[src/rtl/smpq_pkg.sv]
package smpq_pkg;
  // state word field positions (decoded by software)
  localparam int SW_W      = 16;
  localparam int SW_TAIL_LO = 0;
  localparam int SW_HEAD_LO = 4;
  localparam int SW_PTR_W  = 4;
  localparam int SW_EMPTY  = 8;
  localparam int SW_FULL   = 12;

  function automatic logic [SW_W-1:0] pack_state(
    input logic [SW_PTR_W-1:0] tail,
    input logic [SW_PTR_W-1:0] head,
    input logic empty,
    input logic full);
    logic [SW_W-1:0] w;
    w = '0;
    w[SW_TAIL_LO +: SW_PTR_W] = tail;
    w[SW_HEAD_LO +: SW_PTR_W] = head;
    w[SW_EMPTY] = empty;
    w[SW_FULL]  = full;
    return w;
  endfunction
endpackage

[src/rtl/smpq_rst_sync.sv]
module smpq_rst_sync #(
  parameter int STAGES = 2
) (
  input  logic clk,
  input  logic rst_n,
  output logic rst_n_sync
);
  logic [STAGES-1:0] sync_q;

  always_ff @(posedge clk or negedge rst_n) begin
    if (!rst_n) sync_q <= '0;
    else        sync_q <= {sync_q[STAGES-2:0], 1'b1};
  end

  assign rst_n_sync = sync_q[STAGES-1];
endmodule

[src/rtl/smpq_lane.sv]
module smpq_lane
  import smpq_pkg::*;
#(
  parameter int DEPTH  = 16,
  parameter int DATA_W = 12
) (
  input  logic              clk,
  input  logic              rst_n,
  input  logic              push_i,
  input  logic [DATA_W-1:0] push_data_i,
  input  logic              pop_i,
  output logic              pop_ok_o,
  output logic [DATA_W-1:0] rd_word_o,
  output logic              ovf_evt_o,
  output logic              unf_evt_o,
  output logic [SW_W-1:0]   state_o
);
  localparam int PW = $clog2(DEPTH);

  logic [DATA_W-1:0] mem_q [DEPTH];
  logic [PW-1:0] head_q, head_d, tail_q, tail_d;
  logic [PW-1:0] head_inc, tail_inc;
  logic empty_q, empty_d, full_q, full_d;
  logic push_ok, pop_ok;

  assign push_ok  = push_i & ~full_q;
  assign pop_ok   = pop_i & ~empty_q;
  assign head_inc = head_q + PW'(1);
  assign tail_inc = tail_q + PW'(1);

  // next-state
  always_comb begin
    head_d  = push_ok ? head_inc : head_q;
    tail_d  = pop_ok  ? tail_inc : tail_q;
    full_d  = full_q;
    empty_d = empty_q;
    if (push_ok && !pop_ok) begin
      full_d  = (head_inc == tail_q);
      empty_d = 1'b0;
    end else if (pop_ok && !push_ok) begin
      full_d  = 1'b0;
      empty_d = (tail_inc == head_q);
    end
  end

  // pointer and flag registers
  always_ff @(posedge clk or negedge rst_n) begin
    if (!rst_n) begin
      head_q  <= '0;
      tail_q  <= '0;
      empty_q <= 1'b1;
      full_q  <= 1'b0;
    end else begin
      head_q  <= head_d;
      tail_q  <= tail_d;
      empty_q <= empty_d;
      full_q  <= full_d;
    end
  end

  // storage, written only on an accepted push
  always_ff @(posedge clk) begin
    if (push_ok) mem_q[head_q] <= push_data_i;
  end

  assign pop_ok_o  = pop_ok;
  assign rd_word_o = mem_q[tail_q];
  assign ovf_evt_o = push_i & full_q;
  assign unf_evt_o = pop_i & empty_q;
  assign state_o   = pack_state(SW_PTR_W'(tail_q), SW_PTR_W'(head_q), empty_q, full_q);


  flag_excl_chk: assert property (@(posedge clk) disable iff (!rst_n)
    !(state_o[SW_EMPTY] && state_o[SW_FULL]));

  drop_head_chk: assert property (@(posedge clk) disable iff (!rst_n)
    (push_i && full_q && !pop_i) |=> ($stable(head_q) && full_q));

  unf_tail_chk: assert property (@(posedge clk) disable iff (!rst_n)
    (pop_i && empty_q) |=> $stable(tail_q));

  pop_adv_chk: assert property (@(posedge clk) disable iff (!rst_n)
    (pop_i && !empty_q) |=> (tail_q == $past(tail_q) + PW'(1)) && !full_q);

  push_adv_chk: assert property (@(posedge clk) disable iff (!rst_n)
    (push_i && !full_q && !pop_i) |=> !empty_q);
endmodule

[src/rtl/smpq_stat.sv]
module smpq_stat #(
  parameter int NQ = 4
) (
  input  logic          clk,
  input  logic          rst_n,
  input  logic [NQ-1:0] set_i,
  input  logic [NQ-1:0] clr_i,
  output logic [NQ-1:0] flags_o
);
  logic [NQ-1:0] flags_q, flags_d;
  logic          upd_en;

  assign upd_en = |{set_i, clr_i};

  always_comb begin
    flags_d = (flags_q & ~clr_i) | set_i;
  end

  always_ff @(posedge clk or negedge rst_n) begin
    if (!rst_n)      flags_q <= '0;
    else if (upd_en) flags_q <= flags_d;
  end

  assign flags_o = flags_q;


  set_wins_chk: assert property (@(posedge clk) disable iff (!rst_n)
    (set_i != '0) |=> ((flags_o & $past(set_i)) == $past(set_i)));

  w1c_chk: assert property (@(posedge clk) disable iff (!rst_n)
    (clr_i != '0 && set_i == '0) |=> ((flags_o & $past(clr_i)) == '0));
endmodule

[src/rtl/smpq_rd_port.sv]
module smpq_rd_port #(
  parameter int NQ     = 4,
  parameter int DATA_W = 12,
  localparam int IW    = (NQ > 1) ? $clog2(NQ) : 1
) (
  input  logic                 clk,
  input  logic                 rst_n,
  input  logic [IW-1:0]        sel_i,
  input  logic [NQ-1:0]        pop_ok_i,
  input  logic [NQ*DATA_W-1:0] words_i,
  output logic [DATA_W-1:0]    data_o,
  output logic                 vld_o
);
  logic              take;
  logic [DATA_W-1:0] data_q, data_d;
  logic              vld_q;

  assign take   = |pop_ok_i;
  assign data_d = words_i[sel_i*DATA_W +: DATA_W];

  always_ff @(posedge clk or negedge rst_n) begin
    if (!rst_n) begin
      data_q <= '0;
      vld_q  <= 1'b0;
    end else begin
      vld_q <= take;
      if (take) data_q <= data_d;
    end
  end

  assign data_o = data_q;
  assign vld_o  = vld_q;


  one_lane_chk: assert property (@(posedge clk) disable iff (!rst_n)
    $onehot0(pop_ok_i));
endmodule

[src/rtl/smpq_fifo_bank.sv]
module smpq_fifo_bank
  import smpq_pkg::*;
#(
  parameter int NQ     = 4,
  parameter int DEPTH  = 16,
  parameter int DATA_W = 12,
  localparam int IW    = (NQ > 1) ? $clog2(NQ) : 1
) (
  input  logic               clk,
  input  logic               rst_n,
  input  logic               push_en,
  input  logic [IW-1:0]      push_sel,
  input  logic [DATA_W-1:0]  push_data,
  input  logic               pop_en,
  input  logic [IW-1:0]      pop_sel,
  input  logic [NQ-1:0]      ovf_clr,
  input  logic [NQ-1:0]      unf_clr,
  output logic [DATA_W-1:0]  pop_data,
  output logic               pop_data_vld,
  output logic [NQ*SW_W-1:0] state_words,
  output logic [NQ-1:0]      ovf_flags,
  output logic [NQ-1:0]      unf_flags
);
  logic                 rst_n_s;
  logic [NQ-1:0]        pop_ok, ovf_evt, unf_evt;
  logic [NQ*DATA_W-1:0] rd_words;

  smpq_rst_sync #(.STAGES(2)) u_rst (
    .clk(clk), .rst_n(rst_n), .rst_n_sync(rst_n_s));

  for (genvar q = 0; q < NQ; q++) begin : g_lane
    logic lane_push, lane_pop;
    assign lane_push = push_en && (push_sel == IW'(q));
    assign lane_pop  = pop_en  && (pop_sel  == IW'(q));

    smpq_lane #(.DEPTH(DEPTH), .DATA_W(DATA_W)) u_lane (
      .clk        (clk),
      .rst_n      (rst_n_s),
      .push_i     (lane_push),
      .push_data_i(push_data),
      .pop_i      (lane_pop),
      .pop_ok_o   (pop_ok[q]),
      .rd_word_o  (rd_words[q*DATA_W +: DATA_W]),
      .ovf_evt_o  (ovf_evt[q]),
      .unf_evt_o  (unf_evt[q]),
      .state_o    (state_words[q*SW_W +: SW_W]));
  end

  smpq_stat #(.NQ(NQ)) u_ovf (
    .clk(clk), .rst_n(rst_n_s), .set_i(ovf_evt), .clr_i(ovf_clr), .flags_o(ovf_flags));

  smpq_stat #(.NQ(NQ)) u_unf (
    .clk(clk), .rst_n(rst_n_s), .set_i(unf_evt), .clr_i(unf_clr), .flags_o(unf_flags));

  smpq_rd_port #(.NQ(NQ), .DATA_W(DATA_W)) u_rd (
    .clk(clk), .rst_n(rst_n_s), .sel_i(pop_sel), .pop_ok_i(pop_ok),
    .words_i(rd_words), .data_o(pop_data), .vld_o(pop_data_vld));


  unf_no_data_chk: assert property (@(posedge clk) disable iff (!rst_n_s)
    (pop_en && unf_evt != '0) |=> !pop_data_vld);

  ovf_flag_chk: assert property (@(posedge clk) disable iff (!rst_n_s)
    (ovf_evt != '0) |=> ((ovf_flags & $past(ovf_evt)) == $past(ovf_evt)));

  single_evt_chk: assert property (@(posedge clk) disable iff (!rst_n_s)
    $onehot0(ovf_evt) && $onehot0(unf_evt));
endmodule

[config.mk]
export PLATFORM = sky130hd
export DESIGN_NAME = smpq_fifo_bank
export DESIGN_NICKNAME = d
export VERILOG_FILES = /design/src/rtl/smpq_pkg.sv /design/src/rtl/smpq_rst_sync.sv /design/src/rtl/smpq_lane.sv /design/src/rtl/smpq_stat.sv /design/src/rtl/smpq_rd_port.sv /design/src/rtl/smpq_fifo_bank.sv
export SDC_FILE = /design/constraint.sdc
export NUM_CORES = 1
export LEC_CHECK = 0
export ABC_AREA = 1
export BUFFER_PORTS_ARGS = -buffer_cell sky130_fd_sc_hd__buf_2
export CAP_MARGIN = 5
export CELL_PAD_IN_SITES_DETAIL_PLACEMENT = 2
export CELL_PAD_IN_SITES_GLOBAL_PLACEMENT = 2
export CORE_MARGIN = 1.5
export CORE_UTILIZATION = 39
export CTS_BUF_LIST = sky130_fd_sc_hd__clkbuf_4
export DETAILED_ROUTE_END_ITERATION = 12
export GPL_ROUTABILITY_DRIVEN = 0
export PLACE_DENSITY_LB_ADDON = 0.12
export SETUP_SLACK_MARGIN = 0.1
export SLEW_MARGIN = 20
export SYNTH_ARGS = -nofsm -noshare
export SYNTH_HDL_FRONTEND = slang
export SYNTH_SLANG_ARGS = --single-unit
[constraint.sdc]
create_clock -name clk -period 2 [get_ports clk]
set_input_delay 0.1 -clock clk [delete_from_list [all_inputs] [get_ports clk]]
set_output_delay 0.1 -clock clk [all_outputs]
set_load 0.02 [all_outputs]
======== After elaboration in Yosys (flattened, before gate mapping) ========
Memory sizes are Yosys's and may differ from the RTL's.
Index checks and enable logic that the tools add are counted.
W data, S select, Z words.
word-level totals
  bits in writable memories ............... 768
  output and inout bits ................... 85
  logic and storage cells ................. 136
  flip-flop bits (word level) ............. 63
  memories kept ........................... 4
  input port bits ......................... 28
operators by class
  shifts and indexed selects .............. 1
  bitwise logic cells ..................... 30
  multiplexer cells ....................... 24
  multipliers ............................. 1
  reduce and logical (&&, ||, !) cells .... 33
  equal/unequal tests ..................... 14
  add/sub/neg operators ................... 8
memories
  memory                  depth  width  rd ports  clocked after memory_dff  write ports  RTL line         RTL
  g_lane[0].u_lane.mem_q  16     12     1         0                         1            smpq_lane.sv:20  logic [DATA_W-1:0] mem_q [DEPTH];
  g_lane[1].u_lane.mem_q  16     12     1         0                         1            smpq_lane.sv:20
  g_lane[2].u_lane.mem_q  16     12     1         0                         1            smpq_lane.sv:20
  g_lane[3].u_lane.mem_q  16     12     1         0                         1            smpq_lane.sv:20
operators by type and width
  kind                   count
  $shiftx A48 B7 Y12     1
  $add A4 B1 Y4 const B  8
  $eq A4 B4 Y1           8
  $mux W1                24
  $and A1 B1 Y1          16
  $logic_and A1 B1 Y1    16
  $reduce_or A8 Y1       2
  $and A4 B4 Y4          2
  $eq A2 B2 Y1 const B   4
  $logic_not A1 Y1       8
  $not A1 Y1             8
  $not A4 Y4             2
  $or A4 B4 Y4           2
  $reduce_bool A2 Y1     4
  $eq A2 B1 Y1 const B   2
  $logic_not A2 Y1       2
  $mul A2 B2 Y4 const B  1
  $reduce_or A4 Y1       1

======== Logic depth before layout (Yosys ltp) ========
  depth after elaboration ................. 7
  depth in mapped cells ................... 14

======== Modules after synthesis ========
A second synthesis with hierarchy kept.
second synthesis, totals
  cells, all modules ...................... 3271
  area total of the unflattened synthesis .. 35721.8 µm²
by module, submodules not included
  module          seq. area each (µm²)  area each (µm²)  cells an instance  times used
  smpq_lane       6017.0                8539.4           754                4
  smpq_rd_port    325.3                 1129.8           196                1
  smpq_stat       100.1                 160.2            20                 2
  smpq_fifo_bank  0.0                   60.1             16                 1
  smpq_rst_sync   50.0                  53.8             3                  1

======== Worst setup path after synthesis ========
OpenSTA, ideal clock, no wires.
  path kind ............................... reg-to-reg
  from .................................... register g_lane[1].u_lane.head_q[0]
  to ...................................... memory g_lane[1].u_lane.mem_q[15][0] (enable)
  clock period less this slack ............ 1.801 ns
  path slack .............................. 0.199 ns
  buffers on the path ..................... 0
  stages on the path, launching flop included .. 4
  data required time ...................... 1.620 ns
  arrival ................................. 1.420 ns
  cell sequence ........................... dfrtp_1 -> ha_1 -> nand2_1 -> nor2_1
RTL lines
  item                    RTL line         RTL
  start, declared         smpq_lane.sv:21  logic [PW-1:0] head_q, head_d, tail_q, tail_d;
  start signal, assigned  smpq_lane.sv:49  head_q <= '0;
  start signal, assigned  smpq_lane.sv:54  head_q <= head_d;
  end, declared           smpq_lane.sv:20
No word-level cell before the write port.

======== Worst setup path in the final report ========
  from .................................... register g_lane[3].u_lane.tail_q[0]
  to ...................................... output port state_words[48]
RTL lines
  item                    RTL line              RTL
  start, declared         smpq_lane.sv:21
  start signal, assigned  smpq_lane.sv:55       tail_q <= tail_d;
  end, declared           smpq_fifo_bank.sv:20  output logic [NQ*SW_W-1:0] state_words,
No word-level cell between the ends.

==> reports/results.txt <==
Dividing the detail-routed via count by the number of cells gives 5.26. The final hold violation count is 0, and the largest incremental delay on the critical path is 490 ps. 113 I/O pins were placed.

The smallest clock period supported by the final layout is computed as 2140 ps. The signal on the critical path passes through buf_12 -> buf_12 -> buf_8. The utilization of the core after routing was 0.503.

The clock tree buffer depth came out at 3. The end of the worst register-to-register path is u_rd.data_o[8]. Counting flops with a built-in enable in the synthesized netlist gives 768. The number of cells on the worst reg-to-reg path is 13. Worst slew margin relative to its limit: 0.433. The tools report the starting density of the core as 0.395. The run gives 0 as the max-slew violation total from the final report.

The checks that failed: setup timing. For the initial DRC count, the log shows 2429. Combined global-route utilization of all metal layers: 0.295. For this run the aggregate overflow at the end of global routing stands at 0. The peak ir drop on the vdd network was 0.857 mV. Counting every sink on the clock net gives 831. Ranked by total cell area, the synthesized netlist is headed by edfxtp_1 63%, nand2_1 10%, nand3_1 5.2%. The number of global-route vias before repair is 32021. The net switching power is 27400 µW. The combinational share of power came out at 0.445. The floorplan step defined a core boundary enclosing 92100 µm². The first-pass GRT wire length was 206000 µm. The critical path in this run is classified as reg2out.

The portion of the clock cycle consumed by the worst path in the final layout came out at 1.07. Highest-delay cell along the critical path: dfrtp_4. The number of antenna violations at the first check in global routing was 5.

The flip-flop cell with the highest count after synthesis was edfxtp_1. Summed over all nets, the half-perimeter wirelength after detailed placement is 76600 µm. After detailed routing, the number of remaining DRC violations is 0.

Leaving out fill and tap cells, the most frequent cells in the layout are 958 x nand2_1, 768 x edfxtp_1, 400 x inv_1, 344 x clkbuf_4, 293 x nor2_1. After clock tree synthesis, the clock-pin slew on the worst setup and hold paths is 60 ps. H-tree depth reported by CTS: 4. The largest area contributor in the netlist is edfxtp_1. The later pin in the worst-skew pair is clocked with a latency of 1180 ps.

The run gives 142000 µm as the detailed-route wire length. Along the worst path, the maximum fanout reaches 2. The first TritonRoute pass finished after 7 iterations. The internal power came out at 39200 µW. The number of CTS-inserted buffers was 227; the number of max-capacitance violations reported was 0. Height of the die: 308 µm.

The run gives 15 as the total of endpoints with negative setup slack in the final report. The origin of the critical flop-to-flop path was g_lane[3].u_lane.tail_q[0]. Areal power density over the cells: 1440 nW/µm². The floorplan step set the die width to 308 µm. For this design the static power due to leakage is 0.0192 µW. STA puts the critical path data arrival time at 2040 ps. The maximum number of pins on one net before global-route repair was 65. The nature of the critical path endpoint is a primary output.

The sequential share of the synthesized area was 0.678. Fraction of layout instances using a drive strength above 1: 0.240. The library cell used most frequently in the layout, excluding fill and tap cells, is nand2_1.

The layout overhead on the synthesized area works out to 27.3%. In this design, the largest share of critical-path delay is due to flip-flops. The slack of the critical path is -138 ps. For the sequential share of power, the log shows 0.312. The number of library cell types mapped by synthesis is 35, and the net count of the finished layout is 4011. The CTS root buffer was clkbuf_4. In this run the cell area of the synthesized design comes to 36400 µm².

TritonCTS built the clock tree. Setup repair after global routing could not meet its margin everywhere. Synthesized netlist cell count: 3471. The required time of the critical path was 1900 ps. The final instance area was 46300 µm²; the average wire per standard cell was 26.3 µm. Most numerous cell on the critical path: buf_12. The area share of the largest cell type after synthesis was 0.634; the mean area per synthesized cell was 10.5 µm². Once detail routing completed, the nets flagged for antenna violations numbered 0. The die covers 95100 µm². The share of flip-flops with an asynchronous set or reset after synthesis is 0.0758, and the net switching share of the total power is 0.412. The worst setup skew after layout is 85.7 ps.

During placement, the flow inserted port buffers numbering 88. The tools report the count of standard-cell rows as 111. The maximum operating frequency is 0.468 GHz.

Yosys printed 0 warnings. The tools report the placed instance area as 39500 µm². Flip-flop and latch count after synthesis: 831.

The worst setup path is launched from a flop. Clock power share: 0.243. The flow ran to the end, but the final reports show violations.

The number of buffers and inverters on the critical path is 3. At the pin with the least slew margin, the transition time is 849 ps. For flop-to-flop paths, the worst setup slack is -60 ps.

The routed layout has 28397 vias. The class of the worst hold path was reg2async.
synthesized netlist by cell type, types with 3 or more instances:
cell / instances
o21ai_0: 145
buf_2: 79
xnor2_1: 5
buf_6: 13
nand2_1: 990
xor2_1: 40
o22ai_1: 10
buf_1: 14
inv_1: 403
o211ai_1: 12
dfrtp_1: 59
ha_1: 24
inv_4: 4
inv_2: 14
clkbuf_1: 30
o32ai_1: 4
nor2_4: 3
nor3_1: 3
o21ai_1: 51
nor4_1: 3
dfstp_2: 4
nor2_1: 341
edfxtp_1: 768
buf_4: 61
nand3_1: 375
registers in the layout, indices dropped and copies added (netlist names):
| signal | cells |
|---|---|
| g_lane.u_lane.mem_q | 768 |
| g_lane.u_lane.head_q | 16 |
| g_lane.u_lane.tail_q | 16 |
| u_rd.data_o | 12 |
| g_lane.u_lane.empty_q | 4 |
| g_lane.u_lane.full_q | 4 |
| u_ovf.flags_o | 4 |
| u_unf.flags_o | 4 |
| u_rst.sync_q | 2 |
| u_rd.vld_o | 1 |
metal layers:
layer	part of all wire	wire length, µm	track usage
met1	0.41	58600	0.363
met2	0.51	72400	0.517
met3	0.048	6850	0.0451
met4	0.030	4300	0.117
met5	0	0	0
power groups by stage:
stage	registers (µW)	clock network, µW	logic, µW
finish	20800	16200	29700
global route	20800	17400	31500
CTS	20700	16400	27500
detailed placement	21300	0	21600
global placement	21200	0	20700
floorplan	21300	0	12700
stage by stage:
stage / TNS (ps) / worst slack [ps] / hold WS, ps / std cells / power [µW]
after floorplan: 0 / 123 / -196 / 3494 / 34000
after CTS: -2440 / -264 / 49.5 / 5366 / 64600
after detailed placement: -9640 / -249 / -107 / 4806 / 42800
after global routing: -2580 / -215 / 279 / 5396 / 69700
after global placement: -682 / -177 / -112 / 4806 / 41900
final: -856 / -138 / 243 / 5397 / 66600
repair_timing:
action,CTS,global route
setup endpoints to repair,74,330
gates cloned,19,8
endpoints found under the hold margin,1191,0
pin swaps,37,39
setup buffers,65,16
gates resized for setup,335,165
hold buffers,60,0
how the worst max path moves through the flow:
stage / startpoint / to / slack (ps) / cells past startpoint
after floorplan: u_rst.sync_q[1] / g_lane[0].u_lane.full_q / 120 / 0
after global placement: g_lane[0].u_lane.tail_q[0] / u_rd.data_o[9] / -180 / 13
after detailed placement: g_lane[0].u_lane.tail_q[0] / u_rd.data_o[9] / -250 / 13
after CTS: g_lane[3].u_lane.tail_q[0] / state_words[48] / -260 / 3
after global routing: g_lane[3].u_lane.tail_q[0] / state_words[48] / -210 / 3
final: g_lane[3].u_lane.tail_q[0] / state_words[48] / -140 / 3
logic make-up after synthesis:
family                     synth area share
and+or+nand+nor                       0.194
DFF                                   0.678
buffers and inverters                0.0767
AOI/OAI and AO/OA                    0.0324
xor gates and xnor gates             0.0108
adders and majority gates           0.00826
other                              0.000207
layout make-up:
| type | instances | area (µm²) |
|---|---|---|
| antenna | 8 | 20.0 |
| timing repair buffer | 434 | 5450 |
| inverter | 422 | 1650 |
| tap | 1243 | 1560 |
| clock buffer | 344 | 2580 |
| sequential | 831 | 24700 |
| clock inverter | 72 | 395 |
| multi-input combinational | 2043 | 9960 |
| fill | 9251 | 45800 |
No activity file was read; power rests on OpenSTA's default activity.
